`config.mk`:
```
export PLATFORM = sky130hd
export DESIGN_NAME = i2c_regbank_slave
export DESIGN_NICKNAME = d
export VERILOG_FILES = /design/src/rtl/i2c_rs_pkg.sv /design/src/rtl/i2c_rs_sync.sv /design/src/rtl/i2c_rs_bank.sv /design/src/rtl/i2c_rs_fsm.sv /design/src/rtl/i2c_regbank_slave.sv
export SDC_FILE = /design/constraint.sdc
export NUM_CORES = 1
export LEC_CHECK = 0
export CAP_MARGIN = 20
export CORE_UTILIZATION = 60
export CTS_CLUSTER_SIZE = 12
export DETAILED_ROUTE_END_ITERATION = 8
export PLACE_DENSITY_LB_ADDON = 0.3
export SLEW_MARGIN = 15
export SYNTH_ARGS = -nofsm -noshare
export SYNTH_HDL_FRONTEND = slang
export SYNTH_SLANG_ARGS = --single-unit
```
`constraint.sdc`:
```
create_clock -name clk -period 4.8 [get_ports clk]
set_clock_uncertainty 0.1 [all_clocks]
set_input_delay 1.2 -clock clk [delete_from_list [all_inputs] [get_ports clk]]
set_output_delay 1.2 -clock clk [all_outputs]
set_load 0.01 [all_outputs]
```
`src/rtl/i2c_rs_pkg.sv`:
```
package i2c_rs_pkg;
  localparam int BYTE_W = 8;

  typedef enum logic [3:0] {
    ST_IDLE,  // ignoring the bus until a start
    ST_ADDR,  // shifting in the address byte
    ST_AACK,  // acknowledging the address
    ST_SUB,   // shifting in the register index
    ST_SACK,  // acknowledging the index
    ST_WR,    // shifting in a data byte
    ST_WACK,  // acknowledging a data byte
    ST_RD,    // shifting out a data byte
    ST_MACK   // waiting for the controller's acknowledge
  } rs_state_e;
endpackage

```
`src/rtl/i2c_rs_sync.sv`:
```
module i2c_rs_sync #(
  parameter int SYNC_STAGES = 2
) (
  input  logic clk,
  input  logic rst_n,
  input  logic scl_i,
  input  logic sda_i,
  output logic sda_s,
  output logic scl_rise,
  output logic scl_fall,
  output logic start_ev,
  output logic stop_ev
);
  // one stage beyond the synchroniser keeps the previous sample for edges
  localparam int LAST = SYNC_STAGES;

  logic [LAST:0] scl_q, sda_q, scl_d, sda_d;
  logic          scl_now, scl_old, sda_old;

  always_comb begin
    scl_d = {scl_q[LAST-1:0], scl_i};
    sda_d = {sda_q[LAST-1:0], sda_i};
  end

  always_ff @(posedge clk or negedge rst_n) begin
    if (!rst_n) begin
      scl_q <= '1;
      sda_q <= '1;
    end else begin
      scl_q <= scl_d;
      sda_q <= sda_d;
    end
  end

  always_comb begin
    scl_now  = scl_q[LAST-1];
    scl_old  = scl_q[LAST];
    sda_s    = sda_q[LAST-1];
    sda_old  = sda_q[LAST];
    scl_rise = scl_now & ~scl_old;
    scl_fall = ~scl_now & scl_old;
    start_ev = scl_now & scl_old & sda_old & ~sda_s;
    stop_ev  = scl_now & scl_old & ~sda_old & sda_s;
  end
endmodule

```
`src/rtl/i2c_rs_bank.sv`:
```
module i2c_rs_bank #(
  parameter int NREGS = 10,
  parameter int AW    = $clog2(NREGS)
) (
  input  logic                        clk,
  input  logic                        rst_n,
  input  logic                        ld_en,
  input  logic [AW-1:0]               ld_val,
  input  logic                        inc_en,
  input  logic                        wr_en,
  input  logic [i2c_rs_pkg::BYTE_W-1:0] wr_data,
  output logic [i2c_rs_pkg::BYTE_W-1:0] rd_data,
  output logic [AW-1:0]               ptr
);
  import i2c_rs_pkg::*;

  localparam logic [AW-1:0] TOP_IDX = AW'(NREGS - 1);

  logic [BYTE_W-1:0] regs [NREGS];
  logic [AW-1:0]     ptr_n;

  always_comb begin
    ptr_n = ptr;
    if (ld_en)
      ptr_n = ld_val;
    else if (inc_en)
      ptr_n = (ptr == TOP_IDX) ? '0 : ptr + 1'b1;
  end

  always_ff @(posedge clk or negedge rst_n) begin
    if (!rst_n)
      ptr <= '0;
    else if (ld_en || inc_en)
      ptr <= ptr_n;
  end

  always_ff @(posedge clk or negedge rst_n) begin
    if (!rst_n) begin
      for (int i = 0; i < NREGS; i++) regs[i] <= '0;
    end else if (wr_en) begin
      regs[ptr] <= wr_data;
    end
  end

  assign rd_data = regs[ptr];
endmodule

```
`src/rtl/i2c_rs_fsm.sv`:
```
module i2c_rs_fsm #(
  parameter logic [6:0] DEV_ADDR = 7'h2A,
  parameter int         NREGS    = 10,
  parameter int         AW       = $clog2(NREGS)
) (
  input  logic                          clk,
  input  logic                          rst_n,
  input  logic                          sda_s,
  input  logic                          scl_rise,
  input  logic                          scl_fall,
  input  logic                          start_ev,
  input  logic                          stop_ev,
  input  logic [i2c_rs_pkg::BYTE_W-1:0] rd_data,
  output logic                          ld_en,
  output logic [AW-1:0]                 ld_val,
  output logic                          inc_en,
  output logic                          wr_en,
  output logic [i2c_rs_pkg::BYTE_W-1:0] wr_data,
  output logic                          sda_oe,
  output i2c_rs_pkg::rs_state_e         state
);
  import i2c_rs_pkg::*;

  localparam int CW = $clog2(BYTE_W + 1);
  localparam logic [CW-1:0] FULL = CW'(BYTE_W);

  rs_state_e         state_n;
  logic [CW-1:0]     cnt, cnt_n;
  logic [BYTE_W-1:0] sh, sh_n;
  logic              oe_n;

  assign wr_data = sh;
  assign ld_val  = AW'(sh % NREGS);

  always_comb begin
    state_n = state;
    cnt_n   = cnt;
    sh_n    = sh;
    oe_n    = sda_oe;
    ld_en   = 1'b0;
    inc_en  = 1'b0;
    wr_en   = 1'b0;

    if (start_ev) begin
      state_n = ST_ADDR;
      cnt_n   = '0;
      oe_n    = 1'b0;
    end else if (stop_ev) begin
      state_n = ST_IDLE;
      oe_n    = 1'b0;
    end else begin
      unique case (state)
        ST_ADDR, ST_SUB, ST_WR: begin
          if (scl_rise && cnt != FULL) begin
            sh_n  = {sh[BYTE_W-2:0], sda_s};
            cnt_n = cnt + 1'b1;
          end else if (scl_fall && cnt == FULL) begin
            cnt_n = '0;
            if (state == ST_ADDR) begin
              if (sh[BYTE_W-1:1] == DEV_ADDR) begin
                state_n = ST_AACK;
                oe_n    = 1'b1;
              end else begin
                state_n = ST_IDLE;
              end
            end else if (state == ST_SUB) begin
              ld_en   = 1'b1;
              state_n = ST_SACK;
              oe_n    = 1'b1;
            end else begin
              wr_en   = 1'b1;
              inc_en  = 1'b1;
              state_n = ST_WACK;
              oe_n    = 1'b1;
            end
          end
        end
        ST_AACK: begin
          if (scl_fall) begin
            if (sh[0]) begin
              inc_en  = 1'b1;
              sh_n    = rd_data;
              oe_n    = ~rd_data[BYTE_W-1];
              cnt_n   = CW'(1);
              state_n = ST_RD;
            end else begin
              oe_n    = 1'b0;
              cnt_n   = '0;
              state_n = ST_SUB;
            end
          end
        end
        ST_SACK, ST_WACK: begin
          if (scl_fall) begin
            oe_n    = 1'b0;
            cnt_n   = '0;
            state_n = ST_WR;
          end
        end
        ST_RD: begin
          if (scl_fall) begin
            if (cnt == FULL) begin
              oe_n    = 1'b0;
              state_n = ST_MACK;
            end else begin
              oe_n  = ~sh[BYTE_W-2];
              sh_n  = {sh[BYTE_W-2:0], 1'b0};
              cnt_n = cnt + 1'b1;
            end
          end
        end
        ST_MACK: begin
          if (scl_rise && sda_s) begin
            state_n = ST_IDLE;
          end else if (scl_fall) begin
            inc_en  = 1'b1;
            sh_n    = rd_data;
            oe_n    = ~rd_data[BYTE_W-1];
            cnt_n   = CW'(1);
            state_n = ST_RD;
          end
        end
        default: begin
          state_n = ST_IDLE;
          oe_n    = 1'b0;
        end
      endcase
    end
  end

  always_ff @(posedge clk or negedge rst_n) begin
    if (!rst_n) begin
      state  <= ST_IDLE;
      cnt    <= '0;
      sh     <= '0;
      sda_oe <= 1'b0;
    end else begin
      state  <= state_n;
      cnt    <= cnt_n;
      sh     <= sh_n;
      sda_oe <= oe_n;
    end
  end
endmodule

```
`src/rtl/i2c_regbank_slave.sv`:
```
module i2c_regbank_slave #(
  parameter logic [6:0] DEV_ADDR    = 7'h2A,
  parameter int         NREGS       = 10,
  parameter int         SYNC_STAGES = 2
) (
  input  logic clk,
  input  logic rst_n,
  input  logic scl_i,
  input  logic sda_i,
  output logic sda_oe
);
  import i2c_rs_pkg::*;

  localparam int AW = $clog2(NREGS);

  logic              sda_s, scl_rise, scl_fall, start_ev, stop_ev;
  logic              ld_en, inc_en, wr_en;
  logic [AW-1:0]     ld_val, ptr;
  logic [BYTE_W-1:0] rd_data, wr_data;
  rs_state_e         state;

  i2c_rs_sync #(.SYNC_STAGES(SYNC_STAGES)) u_sync (
    .clk(clk), .rst_n(rst_n), .scl_i(scl_i), .sda_i(sda_i),
    .sda_s(sda_s), .scl_rise(scl_rise), .scl_fall(scl_fall),
    .start_ev(start_ev), .stop_ev(stop_ev)
  );

  i2c_rs_fsm #(.DEV_ADDR(DEV_ADDR), .NREGS(NREGS), .AW(AW)) u_fsm (
    .clk(clk), .rst_n(rst_n), .sda_s(sda_s), .scl_rise(scl_rise),
    .scl_fall(scl_fall), .start_ev(start_ev), .stop_ev(stop_ev),
    .rd_data(rd_data), .ld_en(ld_en), .ld_val(ld_val), .inc_en(inc_en),
    .wr_en(wr_en), .wr_data(wr_data), .sda_oe(sda_oe), .state(state)
  );

  i2c_rs_bank #(.NREGS(NREGS), .AW(AW)) u_bank (
    .clk(clk), .rst_n(rst_n), .ld_en(ld_en), .ld_val(ld_val),
    .inc_en(inc_en), .wr_en(wr_en), .wr_data(wr_data),
    .rd_data(rd_data), .ptr(ptr)
  );
endmodule

```
Yosys cells after proc, flatten, opt, wreduce, memory -nomap -nowiden:

Index checks and enable logic that the tools add are counted.

* logic and storage cells: 171
* input bits: 4
* output and inout port bits: 1
* register bits after elaboration: 107

* equality and inequality tests: 37
* div/mod/pow operators: 1
* bitwise operators: 16
* $lt $le $gt $ge: 2
* reductions and logical operators: 16
* add/sub/neg operators: 2
* mux-type cells: 79

Operator list (count)
* two-way mux 4 bit: 24
* bitwise mux 80 bit: 1
* two-way mux 8 bit: 10
* case mux 4 bit (5 select lines): 2
* two-way mux 1 bit: 34
* binary-select mux 8 bit (select 4 bit): 1
* demux 8 bit (select 4 bit): 1
* modulo 8 x 4 -> 32 bit, second input constant: 1
* case mux 8 bit (4 select lines): 1
* != test 4 x 3 -> 1 bit, second input constant: 6
* AND reduction 9 bit: 2
* equality test 4 x 3 -> 1 bit, second input constant: 4
* equality test 4 bit, second input constant: 3
* != test 3 x 2 -> 1 bit, second input constant: 4
* != test 4 bit, second input constant: 3
* != test 2 x 1 -> 1 bit, second input constant: 5
* AND reduction 10 bit: 1
* adder 4 x 1 -> 4 bit, second input constant: 2
* equality test 4 x 2 -> 1 bit, second input constant: 2
* inverter 1 bit: 8
* AND reduction 8 bit: 1
* bitwise AND 1 bit: 7
* equality test 7 x 6 -> 1 bit, second input constant: 1
* AND reduction 7 bit: 1
* other kinds (21): 28

Depth between registers and ports, before layout:

Gate-level depths: netlist of the first run.

* depth after elaboration: 10
* depth in mapped cells: 16
* mapped depth without buffers: 13

By module:

Synthesis of the first run repeated with hierarchy kept, for this count alone.

* cells, all modules: 533
* area total of the unflattened synthesis: 6153.4 um2

By module, submodules not included
* i2c_rs_bank: cells each 261, times used 1, area an instance 4011.3 um2
* i2c_rs_fsm: cells each 262, times used 1, area an instance 1951.9 um2
* i2c_rs_sync: cells each 10, times used 1, area an instance 190.2 um2

Least setup slack after synthesis of the first run:

OpenSTA, ideal clock, no wires.

* path kind: reg-to-reg
* from: register u_fsm.sh[5], in the netlist u_fsm.wr_data[5]
* to: register u_bank.ptr[3]
* arrival: 3.315 ns
* period minus slack after synthesis: 3.495 ns
* required time: 4.620 ns
* path buffers: 2
* setup slack: 1.305 ns
* cell stages (with the launch flop): 16
* library setup time: 0.080 ns
* path through: dfrtp_1 > buf_6 > nor2_1 > inv_1 > ha_1 > nand2b_1 > and3_1 > or4_1 > buf_6 > mux2i_4 > mux2i_1 > a2111oi_0 > a211o_1 > and2_4 > o41ai_2 > a2bb2oi_1

* word-level cells in the longest chain between the ends: 2

RTL lines
* from (decl): line i2c_rs_fsm.sv:29 `logic [BYTE_W-1:0] sh, sh_n;`
* from (signal assigned): line i2c_rs_fsm.sv:140 `sh <= sh_n;`
* modulo 8 x 4 -> 32 bit: line i2c_rs_fsm.sv:33 `assign ld_val = AW'(sh % NREGS);`
* two-way mux 4 bit: line i2c_rs_bank.sv:24 `if (ld_en)`
* to (signal assigned): line i2c_rs_bank.sv:34 `ptr <= ptr_n;`
* to (decl): line i2c_rs_bank.sv:13 `output logic [AW-1:0] ptr`

No other way between the ends.
A chain may end at the register's enable or synchronous reset.

Final worst setup path of the first run:

* from: register u_fsm.sh[5], in the netlist u_fsm.wr_data[5]
* to: register u_bank.ptr[1]

Same word-level chain as after synthesis.

==> results.md, run 1 <==
- Outcome: finished, final reports clean
- CTS buffer count: 9
- DR iter-0 viols: approximately 350
- Sequential cell area: 0.00269 mm²
- Global Route met1 Usage: 0.378
- Synth area leaders: dfrtp_1 (43%), mux2_2 (15%), mux4_2 (6.1%), o21ai_0 (3.1%), nand2_1 (2.9%)
- Setup TNS: 0 ns
- Syn Area/Cell: 10.9 µm²
- CTS tree: built
- H-Tree Depth: 3
- Slowest cell on crit path: dfrtp_1
- Die area: 0.0102 mm²
- Chip height: 101 µm
- Critical path arrival: about 4.5 ns
- Max clock buf depth: 2
- Hold crit path type: reg -> reg
- Flop2flop setup slack: 0.51 ns
- Synthesized flop and latch total: 107
- Detailed Route WL: 13,100 µm
- Crit-path cells: nor2_1 -> inv_1 -> ha_1 -> nand2b_1 -> and3_1 -> or4_1 -> mux2i_4 -> o22ai_1 -> nor3_1 -> a311oi_1 -> a31oi_1 -> a311o_1 -> o21ai_1
- Fin crit share: 0.894
- GR met3 Demand/Resource: 0.0479
- Slew @ Worst Pin: 0.890 ns
- Asr flop ratio synth: 1.00
- Seq/Total Area, Yosys: 0.458
- Worst rel slew slack: 0.406
- IO buf count: 4
- GRT overflow: 0
- Cell Pwr Density: between 400 and 500 mW/mm²
- Final Setup Violations: 0
- Leak: 2.70 nW
- Clock Sinks: 107
- Vias in the first global route: 4,340
- Clock slew at reported path FFs: 0.10 ns
- Clock root buffer: clkbuf_8
- Overall Global Routing Usage: 0.282
- Top-Level Pins: 5
- First-pass DRT Iterations: 6
- Routed Antenna Nets: 0
- Cts repair resizes: 0
- Initial antenna violation count: 0
- Number of synthesized flops with an enable pin: 0
- Syn Inst Count: about 540
- Worst Path Required: 5.01 ns
- Max FO, Critical Path: 19
- First-pass GRT wire length: 21,700 µm
- P&R area growth vs syn: 5.02%
- Hold-fix buffers at CTS: 0
- Multi-input gate area: 0.00294 mm²
- Max_cap viols: 0
- Synth cell count leaders: dfrtp_1 (101), mux2_2 (78), nand2_1 (45)
- RSZ-0062 raised after global routing: false
- Final min period: between 4 and 5 ns
- Mapped Nets: 544
- WL per Instance: 20.0 µm
- FP Rows: 35
- CORE AREA: 0.00937 mm²
- Synth unique cells: 74
- Global route hottest layer: met2
- Fraction of layout cells with a size suffix above 1: 0.252
- Die width: roughly 100 µm
- DRC Markers: 0
- Setup bufs post-CTS: 0
- Met2 usage: 0.469
- Hold Fails Final Rpt: 0
- Initial Utilization: 0.625
- Yosys warns: 0
- ANT cells: 0
- Startpoint Class: flop
- Largest net degree at the start of global routing: 46
- GPL Wtd Cong: 0.952
- Vias: between 4,000 and 5,000
- Crit end category: flop
- Peak Freq: 0.233 GHz
- Worst VDD drop: 303 µV
- Top_reg_cell synth: dfrtp_1
- Fill cell count: 742
- Nets: 530
- Fin. max-slew vios: 0
- Clk_lat worst skew: between 0.3 and 0.4 ns
- Cell area after synthesis: 0.00586 mm²
- Hold slack: 0.262 ns
- Worst path max stage delay: 0.75 ns
- Count leader, synth: dfrtp_1
- Yosys top cell area share: 0.431
- Crit path kind: reg -> reg
- Leading area contributor after synthesis: dfrtp_1
- Via density: 6.65
- Hpwl dp: 8940 µm
==> final cells by class <==
class,count,share of cell area
inverters,15,0.00915
repair buffers,13,0.0171
flip-flops and latches,107,0.436
clock buffers,10,0.0207
well taps,129,0.0262
clock inverters,5,0.0122
multi-input cells,377,0.478
==> worst paths after layout <==
path                                              startpoint                          end  cells after the start
worst min-delay path               u_sync.scl_q[0]$_DFF_PN1_    u_sync.scl_q[1]$_DFF_PN1_                      0
worst min register to register     u_sync.scl_q[0]$_DFF_PN1_    u_sync.scl_q[1]$_DFF_PN1_                      0
worst max-delay path            u_fsm.wr_data[5]$_DFFE_PN0P_    u_bank.ptr[1]$_DFFE_PN0P_                     13
max in group asynchronous                              rst_n  u_bank.regs[26]$_DFFE_PN0P_                      2
worst max register to register  u_fsm.wr_data[5]$_DFFE_PN0P_    u_bank.ptr[1]$_DFFE_PN0P_                     13
min in group asynchronous                              rst_n     u_fsm.cnt[0]$_DFFE_PN0P_                      1
==> critical path: cells and delay by family (launching register included) <==
family | cells | cell delay (ns)
AOI/OAI and AO/OA | 5 | 1.44
adders and majority gates | 1 | 0.27
buffers and inverters | 1 | 0.11
DFF | 1 | 0.75
muxes | 1 | 0.29
and+or+nand+nor | 5 | 1.25
==> cell usage in the layout (no fill, tap or decap), types with 3 or more instances in the layout <==
cell,instances
dfrtp_1,101
mux2_2,78
nand2_1,45
o21ai_0,36
nor2_1,30
a21oi_1,21
mux4_2,16
inv_1,13
nand3_1,13
a22oi_1,11
nor3_1,10
buf_4,10
clkbuf_8,9
nor2b_1,7
o22ai_1,6
dfstp_2,6
and3_1,5
nand2b_1,5
mux2i_1,5
a221oi_1,5
or3_1,4
nand4_1,4
a211oi_1,4
a2111oi_0,3
a31oi_1,3
o211ai_1,3
nand3b_1,3
xnor2_1,3
ha_1,3
clkdlybuf4s50_1,3
==> state kept, by name (all words and copies together), names as in the netlist <==
name / cells
u_sync.sda_q: 3
u_sync.scl_q: 3
u_fsm.wr_data: 8
u_fsm.state: 4
u_fsm.sda_oe: 1
u_bank.regs: 80
u_bank.ptr: 4
u_fsm.cnt: 4
==> routing by layer <==
metal | vias up | share of wire
li1 | 1960 | -
met5 | - | 0
met2 | 193 | 0.49
met3 | 27 | 0.070
met4 | 0 | 0.017
met1 | 2184 | 0.42
==> report_power, final <==
part           internal (W)  total (W)  switching [W]
sequential         0.000958    0.00119       0.000229
clock              0.000249   0.000566       0.000318
combinational      0.000494    0.00122       0.000721
total               0.00170    0.00297        0.00127
==> kinds of logic after synthesis <==
logic type / after synthesis / share of synthesized area
XOR/XNOR: 5 / 0.00748
buffers and inverters: 53 / 0.0395
multiplexers: 100 / 0.224
adder cells (fa/ha/maj): 6 / 0.0117
AO/OA/AOI/OAI: 122 / 0.138
flip-flops: 107 / 0.458
AND/OR/NAND/NOR: 144 / 0.121
==> per-stage QoR <==
stage          cell area [µm²]  instances  power (W)  worst slack, ns  utilization
3_5_place_dp              5950        641    0.00239            0.605        0.635
4_1_cts                   6150        656    0.00296            0.575        0.657
5_1_grt                   6150        656    0.00315            0.195        0.657
6_report                  6150        656    0.00297            0.510        0.657
3_3_place_gp              5950        641    0.00231            0.932        0.635
2_1_floorplan             5860        537    0.00213             1.30            -
Note: power is estimated with default switching activity, not from simulation.
==> run 2: changes to the inputs <==
--- a/config.mk
+++ b/config.mk
@@ -9,6 +9,7 @@
 export CORE_UTILIZATION = 60
 export CTS_CLUSTER_SIZE = 12
 export DETAILED_ROUTE_END_ITERATION = 8
+export HOLD_SLACK_MARGIN = 0.02
 export PLACE_DENSITY_LB_ADDON = 0.3
 export SLEW_MARGIN = 15
 export SYNTH_ARGS = -nofsm -noshare
==> results of run 2 <==
No change in the layout: final DEF, timing and power equal those of run 1.
